`src/rtl/otp_seq_pkg.sv`:
```
package otp_seq_pkg;
   localparam int CTRL_W      = 16;
   localparam int BIT_MODE    = 15;
   localparam int BIT_PRST    = 14;
   localparam int BIT_PORB    = 13;
   localparam int BIT_STRB    = 3;

   typedef enum logic [1:0] {
      ST_OK    = 2'd0,
      ST_BADIX = 2'd1,
      ST_UNSUP = 2'd2
   } seq_status_e;

   typedef enum logic [3:0] {
      S_IDLE, S_MODE, S_POR, S_PINC, S_RSET, S_RCLR,
      S_SHI, S_SLO, S_SHI2, S_WAIT, S_READ, S_FIN, S_DONE
   } seq_state_e;

   function automatic int ns_to_cyc(input int ns, input int mhz);
      return (ns * mhz + 999) / 1000;
   endfunction
endpackage

```
`src/rtl/otp_dly_cnt.sv`:
```
module otp_dly_cnt #(
   parameter int W = 8
) (
   input  logic         clk,
   input  logic         rst_n,
   input  logic         load,
   input  logic [W-1:0] load_val,
   output logic         expired
);
   logic [W-1:0] cnt_q;

   always_ff @(posedge clk or negedge rst_n) begin
      if (!rst_n)              cnt_q <= '0;
      else if (load)           cnt_q <= load_val;
      else if (cnt_q != '0)    cnt_q <= cnt_q - 1'b1;
   end

   assign expired = (cnt_q == '0);
endmodule

```
`src/rtl/otp_word_latch.sv`:
```
module otp_word_latch #(
   parameter int W = 32
) (
   input  logic         clk,
   input  logic         rst_n,
   input  logic         take,
   input  logic [W-1:0] din,
   output logic [W-1:0] dout
);
   always_ff @(posedge clk or negedge rst_n) begin
      if (!rst_n)     dout <= '0;
      else if (take)  dout <= din;
   end
endmodule

```
`src/rtl/otp_par_rd_seq.sv`:
```
module otp_par_rd_seq
   import otp_seq_pkg::*;
#(
   parameter int CLK_MHZ       = 200,
   parameter int STROBE_LOW_NS = 100,
   parameter int SETTLE_NS     = 100000,
   parameter int DATA_W        = 32,
   parameter int NORTH_WORDS   = 3,
   parameter int SOUTH_WORDS   = 4,
   localparam int MAX_WORDS    = (NORTH_WORDS > SOUTH_WORDS) ? NORTH_WORDS : SOUTH_WORDS,
   localparam int IDX_W        = $clog2(MAX_WORDS) + 1
) (
   input  logic              clk,
   input  logic              rst_n,
   input  logic              start,
   input  logic              bank_sel,
   input  logic [IDX_W-1:0]  word_idx,
   input  logic              prog_req,
   output logic              busy,
   output logic              done,
   output logic [1:0]        status,
   output logic [DATA_W-1:0] rd_word,
   output logic [15:0]       otp_ctrl,
   output logic              otp_ptr_inc,
   output logic              otp_rd_en,
   output logic              otp_bank,
   input  logic [DATA_W-1:0] otp_rd_data
);
   localparam int LOW_CYC = (ns_to_cyc(STROBE_LOW_NS, CLK_MHZ) < 1) ? 1 : ns_to_cyc(STROBE_LOW_NS, CLK_MHZ);
   localparam int SET_CYC = (ns_to_cyc(SETTLE_NS, CLK_MHZ) < 1) ? 1 : ns_to_cyc(SETTLE_NS, CLK_MHZ);
   localparam int MAX_CYC = (LOW_CYC > SET_CYC) ? LOW_CYC : SET_CYC;
   localparam int CNT_W   = $clog2(MAX_CYC + 1);
   localparam logic [CTRL_W-1:0] CTRL_IDLE = CTRL_W'(1) << BIT_MODE;

   generate
      if (CLK_MHZ < 1)       begin : g_bad_clk   $error("CLK_MHZ must be positive");   end
      if (NORTH_WORDS < 1)   begin : g_bad_north $error("NORTH_WORDS must be >= 1");   end
      if (SOUTH_WORDS < 1)   begin : g_bad_south $error("SOUTH_WORDS must be >= 1");   end
      if (DATA_W < 1)        begin : g_bad_data  $error("DATA_W must be positive");    end
      if (CTRL_W != 16)      begin : g_bad_ctrl  $error("control word must be 16 bits"); end
   endgenerate

   seq_state_e        state_q;
   logic              mode_q, prst_q, porb_q, strb_q, pinc_q, rden_q, bank_q;
   logic [IDX_W-1:0]  idx_q, wcnt_q, lim_q;
   logic [1:0]        status_q;
   logic [IDX_W-1:0]  req_words;
   logic              tmr_load, tmr_exp;
   logic [CNT_W-1:0]  tmr_val;
   logic              take;

   assign req_words = bank_sel ? IDX_W'(SOUTH_WORDS) : IDX_W'(NORTH_WORDS);

   always_comb begin
      tmr_load = (state_q == S_SHI) || (state_q == S_SHI2) ||
                 ((state_q == S_READ) && (wcnt_q != lim_q));
      tmr_val  = (state_q == S_SHI) ? CNT_W'(LOW_CYC - 1) : CNT_W'(SET_CYC - 1);
   end

   otp_dly_cnt #(.W(CNT_W)) u_tmr (
      .clk(clk), .rst_n(rst_n), .load(tmr_load), .load_val(tmr_val), .expired(tmr_exp)
   );

   assign take = (state_q == S_READ) && (wcnt_q == idx_q);

   otp_word_latch #(.W(DATA_W)) u_word (
      .clk(clk), .rst_n(rst_n), .take(take), .din(otp_rd_data), .dout(rd_word)
   );

   always_ff @(posedge clk or negedge rst_n) begin
      if (!rst_n) begin
         state_q  <= S_IDLE;
         mode_q   <= 1'b1;
         prst_q   <= 1'b0;
         porb_q   <= 1'b0;
         strb_q   <= 1'b0;
         pinc_q   <= 1'b0;
         rden_q   <= 1'b0;
         bank_q   <= 1'b0;
         idx_q    <= '0;
         wcnt_q   <= '0;
         lim_q    <= '0;
         status_q <= ST_OK;
      end else begin
         case (state_q)
            S_IDLE: if (start) begin
               if (prog_req) begin
                  status_q <= ST_UNSUP;
                  state_q  <= S_DONE;
               end else if (word_idx >= req_words) begin
                  status_q <= ST_BADIX;
                  state_q  <= S_DONE;
               end else begin
                  bank_q  <= bank_sel;
                  idx_q   <= word_idx;
                  lim_q   <= req_words - 1'b1;
                  wcnt_q  <= '0;
                  state_q <= S_MODE;
               end
            end
            S_MODE: begin mode_q <= 1'b0; state_q <= S_POR;  end
            S_POR:  begin porb_q <= 1'b1; state_q <= S_PINC; end
            S_PINC: begin pinc_q <= 1'b1; state_q <= S_RSET; end
            S_RSET: begin prst_q <= 1'b1; state_q <= S_RCLR; end
            S_RCLR: begin prst_q <= 1'b0; state_q <= S_SHI;  end
            S_SHI:  begin strb_q <= 1'b1; state_q <= S_SLO;  end
            S_SLO: begin
               strb_q <= 1'b0;
               if (tmr_exp) state_q <= S_SHI2;
            end
            S_SHI2: begin strb_q <= 1'b1; state_q <= S_WAIT; end
            S_WAIT: if (tmr_exp) begin
               rden_q  <= 1'b1;
               state_q <= S_READ;
            end
            S_READ: begin
               rden_q <= 1'b0;
               if (wcnt_q == lim_q) state_q <= S_FIN;
               else begin
                  wcnt_q  <= wcnt_q + 1'b1;
                  state_q <= S_WAIT;
               end
            end
            S_FIN: begin
               status_q <= ST_OK;
               mode_q   <= 1'b1;
               porb_q   <= 1'b0;
               pinc_q   <= 1'b0;
               strb_q   <= 1'b0;
               state_q  <= S_DONE;
            end
            S_DONE:  state_q <= S_IDLE;
            default: state_q <= S_IDLE;
         endcase
      end
   end

   always_comb begin
      otp_ctrl           = '0;
      otp_ctrl[BIT_MODE] = mode_q;
      otp_ctrl[BIT_PRST] = prst_q;
      otp_ctrl[BIT_PORB] = porb_q;
      otp_ctrl[BIT_STRB] = strb_q;
   end

   assign otp_ptr_inc = pinc_q;
   assign otp_rd_en   = rden_q;
   assign otp_bank    = bank_q;
   assign busy        = (state_q != S_IDLE);
   assign done        = (state_q == S_DONE);
   assign status      = status_q;

   // checker state: strobe low run length and settle gap
   logic              strb_d, armed_q;
   logic [CNT_W:0]    low_run, gap_run;

   always_ff @(posedge clk or negedge rst_n) begin
      if (!rst_n) begin
         strb_d  <= 1'b0;
         armed_q <= 1'b0;
         low_run <= '0;
         gap_run <= '0;
      end else begin
         strb_d <= otp_ctrl[BIT_STRB];
         if (!otp_ctrl[BIT_STRB] && low_run != {(CNT_W+1){1'b1}}) low_run <= low_run + 1'b1;
         else if (otp_ctrl[BIT_STRB]) low_run <= '0;
         if (strb_d && !otp_ctrl[BIT_STRB] && otp_ptr_inc) armed_q <= 1'b1;
         else if (otp_ctrl[BIT_STRB] && !strb_d)           armed_q <= 1'b0;
         if (otp_rd_en || (otp_ctrl[BIT_STRB] && !strb_d)) gap_run <= 1;
         else if (gap_run != {(CNT_W+1){1'b1}})            gap_run <= gap_run + 1'b1;
      end
   end

   assert_strobe_low_R3: assert property (@(posedge clk) disable iff (!rst_n)
      ($rose(otp_ctrl[BIT_STRB]) && armed_q) |-> (low_run >= (CNT_W+1)'(LOW_CYC)));

   assert_settle_gap_R4: assert property (@(posedge clk) disable iff (!rst_n)
      otp_rd_en |-> (gap_run >= (CNT_W+1)'(SET_CYC)));

   assert_read_ready_R4: assert property (@(posedge clk) disable iff (!rst_n)
      otp_rd_en |-> (!otp_ctrl[BIT_MODE] && otp_ctrl[BIT_PORB] && otp_ptr_inc && otp_ctrl[BIT_STRB]));

   assert_prst_pulse_R2: assert property (@(posedge clk) disable iff (!rst_n)
      otp_ctrl[BIT_PRST] |=> !otp_ctrl[BIT_PRST]);

   assert_prst_after_inc_R2: assert property (@(posedge clk) disable iff (!rst_n)
      $rose(otp_ctrl[BIT_PRST]) |-> (otp_ptr_inc && otp_ctrl[BIT_PORB] && !otp_ctrl[BIT_MODE]));

   assert_done_pulse_R9: assert property (@(posedge clk) disable iff (!rst_n)
      done |=> !done);

   assert_busy_hold_R9: assert property (@(posedge clk) disable iff (!rst_n)
      (busy && start) |=> $stable(otp_bank));

   assert_refuse_quiet_R7: assert property (@(posedge clk) disable iff (!rst_n)
      (done && status != ST_OK) |-> (otp_ctrl == CTRL_IDLE && !otp_ptr_inc && $stable(rd_word)));

   assert_idle_lines_R10: assert property (@(posedge clk) disable iff (!rst_n)
      !busy |-> (otp_ctrl == CTRL_IDLE && !otp_ptr_inc && !otp_rd_en));
endmodule

```
`config.mk`:
```
export PLATFORM = sky130hd
export DESIGN_NAME = otp_par_rd_seq
export DESIGN_NICKNAME = d
export VERILOG_FILES = /design/src/rtl/otp_seq_pkg.sv /design/src/rtl/otp_dly_cnt.sv /design/src/rtl/otp_word_latch.sv /design/src/rtl/otp_par_rd_seq.sv
export SDC_FILE = /design/constraint.sdc
export NUM_CORES = 1
export LEC_CHECK = 0
export ABC_CLOCK_PERIOD_IN_PS = 2210
export BUFFER_PORTS_ARGS = -buffer_cell sky130_fd_sc_hd__buf_2
export CAP_MARGIN = 20
export CORE_UTILIZATION = 50
export CTS_CLUSTER_SIZE = 20
export DETAILED_ROUTE_END_ITERATION = 8
export GPL_TIMING_DRIVEN = 0
export PLACE_DENSITY = 0.77
export SLEW_MARGIN = 40
export SYNTH_ARGS = -nofsm -noshare
export SYNTH_HDL_FRONTEND = slang
export SYNTH_SLANG_ARGS = --single-unit
```
`constraint.sdc`:
```
create_clock -name clk -period 2.21 [get_ports clk]
set_input_delay 0.1105 -clock clk [delete_from_list [all_inputs] [get_ports clk]]
set_output_delay 0.1105 -clock clk [all_outputs]
set_load 0.005 [all_outputs]
```
==> impl_metrics.yaml <==
yosys:
  synth_seq_cells: 67
  synth-edff-count: 0
  synth_top_flop_cell: "dfrtp_1"
  yosys_warnings: 0
  syn_area_per_cell_um2: 11.1
  ys_seq_area_share_pct: 50.1
  synth_cell_types: 57
  netlist_instances: 301
  syn-cell-area_um2: 3350
  async_reset_ff_share_pct: 100
final_layout:
  fin_area_um2: 4410
  drive_above_1_share_pct: 37.0
  nets: 481
  nFillCells: 475
  mostFrequentLayoutCell: "buf_2"
  syn2layout_area_growth_pct: 31.7
  final_cell_mix: "buf_2, dfrtp_1, dlygate4sd3_1"
  diodes: 0
clocking:
  clk_latency_ns: 0.35
  clock_sinks: 67
  cts_tree: "yes"
  cts_max_level: 3
  cts_root_buffer: "clkbuf_8"
  cts_buffer_depth: 2
  numCtsBuffers: 9
  postCtsSetupRepairBufs: 0
  clkSlewWorstSetupHoldPaths_ns: 0.08
power:
  leakage_uw: 0.00207
  clkPwrFrac_pct: 23.0
  vdd_drop_max_mv: 0.477
  p_sw_uw: 1460
  swShare_pct: 36.7
  power.share.sequential_pct: 42.3
  power.density_nw_per_um2: 902
  pwr-share-comb_pct: 34.7
  p_int_uw: 2520
timing:
  tightest_slew_ns: 0.725
  maxSlewViolCount: 0
  clock_skew_ns: 0.0104
  min_period_ns: 1.99
  fin_tns_setup_ns: 0
  slew_headroom_pct: 51.3
  rsz0062_at_grt: "no"
  finalCritPeriodShare_pct: 89.9
  max_clock_freq_mhz: 503
  setup_viol: 0
  hold_viol: 0
route:
  drt-pass1-iter-count: 7
  drt_iter0_markers: 130
  vias_per_cell: 5.29
  drcViolationCount: 8
  wirelength_um: 7610
  ant_nets: 0
  vias: 2738
  post_drt_wl_per_cell_um: 14.7
place:
  dpl-instance-area_um2: 3920
  place_congestion: 0.822
  io_buffers: 82
  hpwl_um: 4870
global_routing:
  grt_max_degree: 39
  grt_usage_pct: 22.4
  first_global_vias: 2563
  grt_pass1_wl_um: 12400
  antenna_found_initial: 0
  gr-total-overflow: 0
worst_setup_path:
  cp_max_fo: 10
  crit_arrival_ns: 2.24
  crit_path_end_kind: "flip-flop"
  critPathKind: "reg2reg"
  crit_required_ns: 2.47
  critPathLaunchType: "flip-flop"
floorplan:
  core_um2: 6420
  initial_core_util_pct: 52.2
  rows: 29
  io_pins: 95
  die_h_um: 83.9
  die_area_um2: 7030
  die_w_um: 83.9
outcome:
  violations: "DRC"
  outcome: "finished, violations left"
worst_hold_path:
  hp-class: "in2reg"
run:
  cap_violations: 0
-- power by group through the flow --
| stage | sequential, uW | combinational (uW) | clock (uW) |
|---|---|---|---|
| 4_1_cts | 1680 | 1370 | 935 |
| 3_3_place_gp | 1690 | 1260 | 0 |
| 3_5_place_dp | 1700 | 1310 | 0 |
| 5_1_grt | 1720 | 1550 | 992 |
| 2_1_floorplan | 1660 | 974 | 0 |
| 6_report | 1680 | 1380 | 914 |
-- worst max-delay path, cell delays in order, from the launching register on --
cell and delay (ns):
dfrtp_1 0.47, or4_4 0.52, nor4_4 0.32, buf_6 0.20, buf_12 0.14, nand2_4 0.05
o31ai_1 0.19
-- sequential cells by signal, summed over array words and instances, names as in the netlist --
signal / flops
idx_q: 3
lim_q: 2
mode_q: 1
otp_ptr_inc: 1
otp_rd_en: 1
porb_q: 1
prst_q: 1
state_q: 4
status: 2
strb_q: 1
u_tmr.cnt_q: 15
u_word.dout: 32
wcnt_q: 3
-- routing by layer --
| layer | part of all wire (%) | GRT usage (%) |
|---|---|---|
| met1 | 43 | 28.0 |
| met2 | 52 | 38.7 |
| met3 | 3.4 | 3.66 |
| met4 | 1.5 | 9.25 |
| met5 | 0 | 0 |
-- path summary, 6_finish.rpt --
| kind | startpoint | to | slack [ns] | depth (start not counted) |
|---|---|---|---|---|
| worst min-delay path | otp_rd_data[7] | u_word.dout[7] | 0.01 | 2 |
| worst max register to register | u_tmr.cnt_q[3] | otp_rd_en | 0.22 | 6 |
| worst min register to register | mode_q | mode_q | 0.47 | 2 |
| min in group asynchronous | rst_n | u_word.dout[2] | 0.22 | 2 |
| max in group asynchronous | rst_n | mode_q | 1.40 | 3 |
| worst max-delay path | u_tmr.cnt_q[3] | otp_rd_en | 0.22 | 6 |
-- through the flow --
step	setup WS, ns	total power, uW	utilization (%)	hold WS [ns]	instances
after global routing	0.00573	4260	68.7	0.00430	518
after global placement	0.181	2940	60.7	0.325	471
after detailed placement	0.158	3010	61.1	0.0667	472
final	0.222	3980	68.7	0.00984	518
after CTS	0.123	3980	68.3	0.000265	517
after floorplan	0.388	2630	-	-0.185	312
-- Yosys cell counts (5+ instances only) --
library cell | count | area share, %
a21oi_1 | 11 | 1.6
buf_2 | 5 | 0.75
buf_4 | 16 | 3.6
clkbuf_1 | 5 | 0.56
dfrtp_1 | 66 | 49
ha_1 | 5 | 1.9
inv_1 | 14 | 1.6
mux2_1 | 7 | 2.4
mux2_2 | 29 | 9.7
nand2_1 | 15 | 1.7
nand2b_1 | 6 | 1.1
nand3_1 | 10 | 1.5
nor2_1 | 12 | 1.3
o21ai_0 | 21 | 3.1
o31ai_1 | 8 | 1.8
or4_1 | 5 | 1.1
xnor2_1 | 5 | 1.3
xor2_1 | 5 | 1.3
-- cells by family after synthesis --
group | share of synthesized area [%]
XOR/XNOR | 2.61
buffers and inverters | 7.39
AO/OA/AOI/OAI | 12.1
multiplexers | 12.4
other | 0.112
AND/OR/NAND/NOR | 13.4
adder cells (fa/ha/maj) | 1.87
flip-flops | 50.1
-- timing repair --
item                                    in CTS  in global routing
endpoints found under the setup margin       0                  5
hold buffers                                29                  1
hold endpoints to repair                    57                  1
gates resized for setup                      0                  1
-- final cells by class --
class	instances	area (um^2)	share of cell area, %
Sequential cell	67	1680	38.0
Timing Repair Buffer	113	733	16.6
Buffer	28	195	4.42
Clock inverter	7	52.6	1.19
Tap cell	77	96.3	2.18
Clock buffer	9	124	2.81
Inverter	14	52.6	1.19
Multi-Input combinational cell	203	1480	33.6
No activity file was read; power rests on OpenSTA's default activity.
